File: config.mk
export PLATFORM = sky130hd
export DESIGN_NAME = pacer_cascade
export DESIGN_NICKNAME = d
export VERILOG_FILES = /design/src/rtl/pacer_pkg.sv /design/src/rtl/pacer_chan.sv /design/src/rtl/pacer_seq.sv /design/src/rtl/pacer_cascade.sv
export SDC_FILE = /design/constraint.sdc
export NUM_CORES = 1
export LEC_CHECK = 0
export BUFFER_PORTS_ARGS = -buffer_cell sky130_fd_sc_hd__buf_2
export CORE_MARGIN = 2
export CORE_UTILIZATION = 40
export CTS_CLUSTER_DIAMETER = 150
export DETAILED_ROUTE_END_ITERATION = 6
export GPL_TIMING_DRIVEN = 0
export SLEW_MARGIN = 20
export SYNTH_ARGS = -nofsm -noshare
export SYNTH_HDL_FRONTEND = slang
export SYNTH_SLANG_ARGS = --single-unit
File: constraint.sdc
create_clock -name clk -period 3.2 [get_ports clk]
set_input_delay 0.64 -clock clk [delete_from_list [all_inputs] [get_ports clk]]
set_output_delay 0.64 -clock clk [all_outputs]
set_load 0.005 [all_outputs]
File: src/rtl/pacer_pkg.sv
`timescale 1ns/1ps
package pacer_pkg;
  typedef enum logic { CM_TERM = 1'b0, CM_RATE = 1'b1 } cmode_e;
  typedef enum logic [1:0] { HOP_READ = 2'd0, HOP_WRITE = 2'd1, HOP_MODE = 2'd2, HOP_RSVD = 2'd3 } hop_e;
  typedef enum logic [2:0] { JOB_IDLE, JOB_ON, JOB_OFF, JOB_HWR, JOB_HMODE } job_e;
endpackage

File: src/rtl/pacer_chan.sv
`timescale 1ns/1ps
module pacer_chan import pacer_pkg::*; #(
  parameter int CNT_W = 16
) (
  input  logic             clk,
  input  logic             rst_n,
  input  logic             tick_i,
  input  logic             ctl_wr_i,
  input  cmode_e           mode_i,
  input  logic             byte_wr_i,
  input  logic [CNT_W/2-1:0] byte_i,
  output logic             out_o,
  output logic [CNT_W-1:0] count_o
);
  localparam int HALF = CNT_W / 2;
  localparam logic [CNT_W-1:0] ONE = CNT_W'(1);
  localparam logic [CNT_W-1:0] TWO = CNT_W'(2);

  cmode_e            mode_q;
  logic [HALF-1:0]   lo_q;
  logic              hi_phase_q;
  logic [CNT_W-1:0]  reload_q;
  logic              load_pend_q;
  logic              armed_q;
  logic [CNT_W-1:0]  count_q;
  logic              out_q;

  always_ff @(posedge clk) begin
    if (!rst_n) begin
      mode_q      <= CM_TERM;
      lo_q        <= '0;
      hi_phase_q  <= 1'b0;
      reload_q    <= '0;
      load_pend_q <= 1'b0;
      armed_q     <= 1'b0;
      count_q     <= '0;
      out_q       <= 1'b0;
    end else if (ctl_wr_i) begin
      mode_q      <= mode_i;
      hi_phase_q  <= 1'b0;
      load_pend_q <= 1'b0;
      armed_q     <= 1'b0;
      out_q       <= (mode_i == CM_RATE);
    end else begin
      if (tick_i) begin
        if (load_pend_q) begin
          count_q     <= reload_q;
          load_pend_q <= 1'b0;
          armed_q     <= 1'b1;
          if (mode_q == CM_TERM) out_q <= 1'b0;
        end else if (armed_q) begin
          count_q <= count_q - ONE;
          if (mode_q == CM_RATE) begin
            if (count_q == TWO) out_q <= 1'b0;
            if (count_q == ONE) begin
              out_q   <= 1'b1;
              count_q <= reload_q;
            end
          end else if (count_q == ONE) begin
            out_q <= 1'b1;
          end
        end
      end
      if (byte_wr_i) begin
        if (!hi_phase_q) begin
          lo_q       <= byte_i;
          hi_phase_q <= 1'b1;
        end else begin
          reload_q    <= {byte_i, lo_q};
          hi_phase_q  <= 1'b0;
          load_pend_q <= 1'b1;
        end
      end
    end
  end

  assign out_o   = out_q;
  assign count_o = count_q;

  // a rate-generator low phase lasts exactly one tick of this channel
  p_rate_low_one_tick_r1: assert property (@(posedge clk) disable iff (!rst_n)
    (mode_q == CM_RATE && !out_q && tick_i && !ctl_wr_i && !load_pend_q) |=> out_q);

  // once a terminal count has expired the output stays high until reloaded
  p_term_sticky_r7: assert property (@(posedge clk) disable iff (!rst_n)
    (mode_q == CM_TERM && out_q && !ctl_wr_i && !(tick_i && load_pend_q)) |=> out_q);
endmodule

File: src/rtl/pacer_seq.sv
`timescale 1ns/1ps
module pacer_seq import pacer_pkg::*; #(
  parameter int CNT_W = 16,
  parameter int CH_W  = 2
) (
  input  logic               clk,
  input  logic               rst_n,
  input  logic               on_go_i,
  input  logic               off_go_i,
  input  logic               host_go_i,
  input  logic               host_wr_i,
  input  logic [CH_W-1:0]    first_i,
  input  logic [CH_W-1:0]    second_i,
  input  logic [CH_W-1:0]    host_ch_i,
  input  logic [CNT_W-1:0]   div1_i,
  input  logic [CNT_W-1:0]   div2_i,
  input  logic [CNT_W-1:0]   host_data_i,
  input  cmode_e             host_mode_i,
  output logic               idle_o,
  output logic               bus_ctl_o,
  output logic               bus_byte_o,
  output logic [CH_W-1:0]    bus_ch_o,
  output cmode_e             bus_mode_o,
  output logic [CNT_W/2-1:0] bus_data_o
);
  localparam int HALF = CNT_W / 2;

  job_e              job_q;
  logic [2:0]        step_q;
  logic [2:0]        last_step;
  logic [CH_W-1:0]   cha_q, chb_q;
  logic [CNT_W-1:0]  da_q, db_q;
  cmode_e            mode_q;

  always_comb begin
    case (job_q)
      JOB_ON:           last_step = 3'd5;
      JOB_OFF, JOB_HWR: last_step = 3'd1;
      default:          last_step = 3'd0;
    endcase
  end

  always_ff @(posedge clk) begin
    if (!rst_n) begin
      job_q  <= JOB_IDLE;
      step_q <= '0;
      cha_q  <= '0;
      chb_q  <= '0;
      da_q   <= '0;
      db_q   <= '0;
      mode_q <= CM_TERM;
    end else if (on_go_i || off_go_i) begin
      job_q  <= on_go_i ? JOB_ON : JOB_OFF;
      step_q <= '0;
      cha_q  <= first_i;
      chb_q  <= second_i;
      da_q   <= div1_i;
      db_q   <= div2_i;
    end else if (host_go_i) begin
      job_q  <= host_wr_i ? JOB_HWR : JOB_HMODE;
      step_q <= '0;
      cha_q  <= host_ch_i;
      da_q   <= host_data_i;
      mode_q <= host_mode_i;
    end else if (job_q != JOB_IDLE) begin
      if (step_q == last_step) begin
        job_q  <= JOB_IDLE;
        step_q <= '0;
      end else begin
        step_q <= step_q + 3'd1;
      end
    end
  end

  always_comb begin
    bus_ctl_o  = 1'b0;
    bus_byte_o = 1'b0;
    bus_ch_o   = cha_q;
    bus_mode_o = CM_TERM;
    bus_data_o = '0;
    case (job_q)
      JOB_ON: begin
        case (step_q)
          3'd0: begin bus_ctl_o = 1'b1; bus_mode_o = CM_RATE; end
          3'd1: begin bus_ctl_o = 1'b1; bus_mode_o = CM_RATE; bus_ch_o = chb_q; end
          3'd2: begin bus_byte_o = 1'b1; bus_ch_o = chb_q; bus_data_o = db_q[HALF-1:0]; end
          3'd3: begin bus_byte_o = 1'b1; bus_ch_o = chb_q; bus_data_o = db_q[CNT_W-1:HALF]; end
          3'd4: begin bus_byte_o = 1'b1; bus_data_o = da_q[HALF-1:0]; end
          default: begin bus_byte_o = 1'b1; bus_data_o = da_q[CNT_W-1:HALF]; end
        endcase
      end
      JOB_OFF: begin
        bus_ctl_o = 1'b1;
        if (step_q != 3'd0) bus_ch_o = chb_q;
      end
      JOB_HWR: begin
        bus_byte_o = 1'b1;
        bus_data_o = (step_q == 3'd0) ? da_q[HALF-1:0] : da_q[CNT_W-1:HALF];
      end
      JOB_HMODE: begin
        bus_ctl_o  = 1'b1;
        bus_mode_o = mode_q;
      end
      default: ;
    endcase
  end

  assign idle_o = (job_q == JOB_IDLE);

  // the first stage's low byte goes out only after the second stage's high byte
  p_second_before_first_r3: assert property (@(posedge clk) disable iff (!rst_n)
    (job_q == JOB_ON && step_q == 3'd4) |-> ($past(bus_byte_o) && $past(bus_ch_o) == chb_q));
endmodule

File: src/rtl/pacer_cascade.sv
`timescale 1ns/1ps
module pacer_cascade import pacer_pkg::*; #(
  parameter int NUM_CH = 3,
  parameter int CNT_W  = 16,
  localparam int CH_W  = (NUM_CH > 1) ? $clog2(NUM_CH) : 1
) (
  input  logic              clk,
  input  logic              rst_n,
  input  logic              div_wr_i,
  input  logic              div_sel_i,
  input  logic [CNT_W-1:0]  div_data_i,
  input  logic              div_update_i,
  input  logic [CH_W-1:0]   first_sel_i,
  input  logic [CH_W-1:0]   second_sel_i,
  input  logic              pacer_on_i,
  input  logic              pacer_off_i,
  output logic              cfg_rej_o,
  output logic              pacer_o,
  input  logic              host_valid_i,
  output logic              host_ready_o,
  input  logic [1:0]        host_op_i,
  input  logic [CH_W-1:0]   host_ch_i,
  input  logic [CNT_W-1:0]  host_data_i,
  input  logic              host_mode_i,
  output logic              host_done_o,
  output logic              host_refused_o,
  output logic [CNT_W-1:0]  host_rdata_o,
  output logic [NUM_CH-1:0] ch_out_o
);
  localparam int NSLOT = 1 << CH_W;

  logic [CNT_W-1:0]  pend1_q, pend2_q, act1_q, act2_q;
  logic [NUM_CH-1:0] busy_q;
  logic              act_q;
  logic [CH_W-1:0]   fst_q, snd_q;
  logic              seq_idle;
  logic              sel_ok, on_go, off_go;
  logic              host_acc, host_ok, host_go;
  logic [NSLOT-1:0]  busy_ext, out_ext;
  logic [NUM_CH-1:0] chan_out, chan_tick, chan_ctl, chan_byte;
  logic [CNT_W-1:0]  chan_cnt [NUM_CH];
  logic [CNT_W-1:0]  rd_sel;
  logic              bus_ctl, bus_byte;
  logic [CH_W-1:0]   bus_ch;
  cmode_e            bus_mode;
  logic [CNT_W/2-1:0] bus_data;

  assign sel_ok = ({1'b0, first_sel_i}  < (CH_W+1)'(NUM_CH)) &&
                  ({1'b0, second_sel_i} < (CH_W+1)'(NUM_CH)) &&
                  (first_sel_i != second_sel_i);
  assign on_go  = pacer_on_i && seq_idle && sel_ok;
  assign off_go = pacer_off_i && !pacer_on_i && seq_idle && sel_ok;

  assign busy_ext = NSLOT'(busy_q);
  assign out_ext  = NSLOT'(chan_out);

  assign host_ready_o = seq_idle && !pacer_on_i && !pacer_off_i;
  assign host_acc     = host_valid_i && host_ready_o;
  assign host_ok      = ({1'b0, host_ch_i} < (CH_W+1)'(NUM_CH)) && !busy_ext[host_ch_i] &&
                        (host_op_i != HOP_RSVD);
  assign host_go      = host_acc && host_ok && (host_op_i != HOP_READ);

  always_comb begin
    rd_sel = '0;
    for (int c = 0; c < NUM_CH; c++)
      if (host_ch_i == CH_W'(c)) rd_sel = chan_cnt[c];
  end

  // divisor double buffer
  always_ff @(posedge clk) begin
    if (!rst_n) begin
      pend1_q <= '0;
      pend2_q <= '0;
      act1_q  <= '0;
      act2_q  <= '0;
    end else begin
      if (div_wr_i && !div_sel_i) pend1_q <= div_data_i;
      if (div_wr_i &&  div_sel_i) pend2_q <= div_data_i;
      if (div_update_i) begin
        act1_q <= pend1_q;
        act2_q <= pend2_q;
      end
    end
  end

  // pacer ownership and host responses
  always_ff @(posedge clk) begin
    if (!rst_n) begin
      busy_q         <= '0;
      act_q          <= 1'b0;
      fst_q          <= '0;
      snd_q          <= '0;
      cfg_rej_o      <= 1'b0;
      host_done_o    <= 1'b0;
      host_refused_o <= 1'b0;
      host_rdata_o   <= '0;
    end else begin
      cfg_rej_o <= (pacer_on_i || pacer_off_i) && !(sel_ok && seq_idle);
      if (on_go) begin
        act_q <= 1'b1;
        fst_q <= first_sel_i;
        snd_q <= second_sel_i;
        for (int c = 0; c < NUM_CH; c++)
          busy_q[c] <= (first_sel_i == CH_W'(c)) || (second_sel_i == CH_W'(c));
      end else if (off_go) begin
        act_q  <= 1'b0;
        busy_q <= '0;
      end
      host_done_o    <= host_acc;
      host_refused_o <= host_acc && !host_ok;
      host_rdata_o   <= (host_acc && host_ok && host_op_i == HOP_READ) ? rd_sel : '0;
    end
  end

  pacer_seq #(.CNT_W(CNT_W), .CH_W(CH_W)) seq_i (
    .clk         (clk),
    .rst_n       (rst_n),
    .on_go_i     (on_go),
    .off_go_i    (off_go),
    .host_go_i   (host_go),
    .host_wr_i   (host_op_i == HOP_WRITE),
    .first_i     (first_sel_i),
    .second_i    (second_sel_i),
    .host_ch_i   (host_ch_i),
    .div1_i      (act1_q),
    .div2_i      (act2_q),
    .host_data_i (host_data_i),
    .host_mode_i (cmode_e'(host_mode_i)),
    .idle_o      (seq_idle),
    .bus_ctl_o   (bus_ctl),
    .bus_byte_o  (bus_byte),
    .bus_ch_o    (bus_ch),
    .bus_mode_o  (bus_mode),
    .bus_data_o  (bus_data)
  );

  for (genvar c = 0; c < NUM_CH; c++) begin : g_chan
    assign chan_tick[c] = (act_q && snd_q == CH_W'(c)) ? ~out_ext[fst_q] : 1'b1;
    assign chan_ctl[c]  = bus_ctl  && (bus_ch == CH_W'(c));
    assign chan_byte[c] = bus_byte && (bus_ch == CH_W'(c));
    pacer_chan #(.CNT_W(CNT_W)) chan_i (
      .clk       (clk),
      .rst_n     (rst_n),
      .tick_i    (chan_tick[c]),
      .ctl_wr_i  (chan_ctl[c]),
      .mode_i    (bus_mode),
      .byte_wr_i (chan_byte[c]),
      .byte_i    (bus_data),
      .out_o     (chan_out[c]),
      .count_o   (chan_cnt[c])
    );
  end

  assign pacer_o  = act_q ? out_ext[snd_q] : 1'b1;
  assign ch_out_o = chan_out;

  // a running pacer always owns two distinct, existing channels
  p_pair_valid_r2: assert property (@(posedge clk) disable iff (!rst_n)
    act_q |-> (fst_q != snd_q && {1'b0, fst_q} < (CH_W+1)'(NUM_CH) &&
               {1'b0, snd_q} < (CH_W+1)'(NUM_CH)));

  // a rejected strobe leaves ownership untouched
  p_reject_noop_r2: assert property (@(posedge clk) disable iff (!rst_n)
    cfg_rej_o |-> ($stable(busy_q) && $stable(act_q)));

  // active divisors move only on an update strobe
  p_active_hold_r5: assert property (@(posedge clk) disable iff (!rst_n)
    !div_update_i |=> ($stable(act1_q) && $stable(act2_q)));

  // a command on a locked channel is answered with a refusal
  p_busy_refuse_r6: assert property (@(posedge clk) disable iff (!rst_n)
    (host_acc && busy_ext[host_ch_i]) |=> (host_done_o && host_refused_o));

  // no response without a taken command
  p_done_follows_r8: assert property (@(posedge clk) disable iff (!rst_n)
    host_done_o |-> $past(host_acc));
endmodule

==> results.sh <==
export IMPL_reg2reg_depth=7
export IMPL_ys_seq_area_frac=0.429
export IMPL_synth_warnings=0
export IMPL_placedCellCount=1967
export IMPL_vias=11700
export IMPL_finalNetCount=1672
export IMPL_antenna_found_initial=0
export IMPL_finalCriticalPeriod_ns=3.06
export IMPL_worst_path_buf_inv=1
export IMPL_syn_inst=1499
export IMPL_drt_wl_total_um=40600
export IMPL_ios=73
export IMPL_final_cell_mix="dfxtp_1, nand2_1, a21oi_1"
export IMPL_via_per_inst=5.76
export IMPL_drtAntennaViolNets=0
export IMPL_synth_area_top_cells="dfxtp_1, mux2i_1, nand2_1"
export IMPL_start_util=0.408
export IMPL_syn_nets=1562
export IMPL_required_ns=3.62
export IMPL_mostFrequentLayoutCell="dfxtp_1"
export IMPL_drt_iter0_drc=1135
export IMPL_period_share=0.957
export IMPL_maxSlewHeadroom=0.307
export IMPL_tightest_slew_ns=1.04
export IMPL_final_util=0.473
export IMPL_port_buffers=68
export IMPL_use_met1=0.335
export IMPL_hold_viol_final=0
export IMPL_power_density_nw_per_um2=522
export IMPL_syn_area_per_cell_um2=8.38
export IMPL_clock_latency_ns=0.58
export IMPL_track_usage=0.242
export IMPL_syn2layout_area_growth_pct=15.8
export IMPL_power_uw=7580
export IMPL_cap_violations=0
export IMPL_coreArea_um2=30700
export IMPL_grt_pass1_wl_um=62900
export IMPL_ir_drop_mv=0.425
export IMPL_ff2ff_setup_slack_ns=0.14
export IMPL_die_area_um2=32800
export IMPL_setup_viol=0
export IMPL_synthesis_area_um2=12600
export IMPL_use_met2=0.379
export IMPL_cp_depth=7
export IMPL_crit_path_end="g_chan[1].chan_i.count_o[3]$_SDFFE_PN0P_"
export IMPL_p_leak_uw=0.00560
export IMPL_path_class="reg -> reg"
export IMPL_clkSinkCount=269
export IMPL_synth_seq_cells=269
export IMPL_fp_dieH_um=181
export IMPL_yosys_most_used_dff="dfxtp_1"
export IMPL_critPathMaxStageDelay_ns=0.80
export IMPL_path_delay_family="compound AO/OA/AOI/OAI gates"
export IMPL_gp_congestion=0.966
export IMPL_critPathSlowestCell="a22oi_1"
export IMPL_critPathArrivalTime_ns=3.49
export IMPL_cts_clk_slew_worst_paths_ns=0.06
export IMPL_final_cells=2028
export IMPL_cts_tree="yes"
export IMPL_die_w_um=181
export IMPL_rsz0062_at_grt="no"
export IMPL_cts_buffers=31
export IMPL_worstPathCellList="mux2_2 -> a22oi_1 -> o21a_1 -> clkbuf_1 -> o21ai_0 -> o211ai_1 -> o31ai_1"
export IMPL_dr_pass1_iters=6
export IMPL_synthDominantCellAreaShare=0.429
export IMPL_grtUsageMet3=0.0401
export IMPL_drive_gt1_frac=0.119
export IMPL_overflow=0
export IMPL_synth_edf_count=0
export IMPL_dpl_hpwl_um=29600
export IMPL_root_buffer="clkbuf_16"
export IMPL_antenna_cells=0
export IMPL_drv_slew=0
export IMPL_row_count=64
export IMPL_grt_pass1_vias=11200
export IMPL_clock_path_buffers=3
export IMPL_critPathLaunch="fst_q[1]$_SDFFE_PN0P_"
export IMPL_cts_htree_levels=1
export IMPL_fmax_mhz=327
export IMPL_end_kind="flip-flop"
export IMPL_crit_path_start_kind="flip-flop"
export IMPL_async_reset_ff_frac=0
export IMPL_cp_max_fo=10
export IMPL_yosys_area_top_type="dfxtp_1"
export IMPL_hold_path_class="in -> reg"
export IMPL_wire_per_inst_um=20.0
export IMPL_grt_max_degree=17
export IMPL_r2r_start="fst_q[1]$_SDFFE_PN0P_"
export IMPL_drc=0
export IMPL_r2r_end="g_chan[1].chan_i.count_o[3]$_SDFFE_PN0P_"
export IMPL_gr_max_usage_layer="met2"
export IMPL_skew_ns=0.0159
export IMPL_status="complete, no violations"
export IMPL_ys_types=82
## logic make-up (layout without fill, tap and decap cells)
kind of cell | Yosys count | after routing | share of synthesized area
AND/OR/NAND/NOR | 558 | 558 | 0.203
AO/OA/AOI/OAI | 384 | 384 | 0.198
flip-flops | 269 | 269 | 0.429
buffers and inverters | 136 | 269 | 0.0459
multiplexers | 133 | 133 | 0.106
adder cells (fa/ha/maj) | 14 | 14 | 0.0140
XOR/XNOR | 5 | 5 | 0.00349
## metal layers
metal  routed length (um)  vias up
met3                 2690       89
met1                18600     5569
met4                 1460        0
li1                     -     5562
met2                17800      457
met5                    0        -
## cell type report
cell class                      count  area, um^2
Fill cell                        3081       16200
Clock inverter                      9         116
Multi-Input combinational cell   1094        6630
Buffer                            113         497
Inverter                           22        82.6
Timing Repair Buffer               78         415
Sequential cell                   269        5390
Clock buffer                       47         916
Tap cell                          396         495
## cell usage after synthesis, types with 13 or more instances
master,number
mux2i_1,129
a22oi_1,22
nor3_1,28
ha_1,14
buf_2,20
clkbuf_1,75
nand3_1,18
nor2_1,139
o21ai_1,18
o311ai_0,14
a21oi_1,150
o211ai_1,18
inv_1,21
and2_1,14
nand2_1,263
o21ai_0,51
o31ai_1,17
nor4_1,13
dfxtp_1,269
## worst min-delay path: cells and delay by family
kind / cells / cell delay, ns
buffers and inverters: 1 / 0.07
AND/OR/NAND/NOR: 1 / 0.07
multiplexers: 1 / 0.05
## registers in the layout (all words and copies together) (netlist names), 16 cells and up
| name | flops |
|---|---|
| act1_q | 16 |
| act2_q | 16 |
| g_chan.chan_i.count_o | 48 |
| g_chan.chan_i.lo_q | 24 |
| g_chan.chan_i.reload_q | 48 |
| host_rdata_o | 16 |
| pend1_q | 16 |
| pend2_q | 16 |
| seq_i.da_q | 16 |
| seq_i.db_q | 16 |
## stage by stage
step / worst slack [ns] / hold slack [ns] / TNS, ns / cell area, um^2
6_report: 0.139 / 0.301 / 0 / 14500
5_1_grt: 0.00341 / 0.304 / 0 / 14500
2_1_floorplan: 0.661 / 0.430 / 0 / 12600
4_1_cts: 0.00245 / 0.285 / 0 / 14500
3_5_place_dp: -0.281 / 0.445 / -2.46 / 13400
3_3_place_gp: -0.254 / 0.440 / -6.47 / 13400
## timing repair
item,CTS,global route
pin swaps,2,6
gates resized for setup,3,11
endpoints found under the setup margin,22,85
hold endpoints to repair,0,0
hold buffers,0,0
buffers inserted,1,5
## power breakdown
part	switching [uW]	internal, uW	total, uW
Combinational	399	179	577
Clock	1430	2130	3550
Sequential	46.2	3410	3450
## how the worst min path moves through the flow
stage	end	cells past startpoint	start
detailed placement	g_chan[0].chan_i.reload_q[5]$_SDFFE_PN0P_	2	g_chan[0].chan_i.reload_q[5]$_SDFFE_PN0P_
floorplan	g_chan[0].chan_i.reload_q[11]$_SDFFE_PN0P_	2	g_chan[0].chan_i.reload_q[11]$_SDFFE_PN0P_
CTS	seq_i.mode_q$_SDFFE_PN0P_	3	host_mode_i
global route	pend2_q[12]$_SDFFE_PN0P_	3	div_data_i[12]
global placement	g_chan[0].chan_i.reload_q[8]$_SDFFE_PN0P_	2	g_chan[0].chan_i.reload_q[8]$_SDFFE_PN0P_
finish	seq_i.mode_q$_SDFFE_PN0P_	3	host_mode_i
Note: power is estimated with default switching activity, not from simulation.
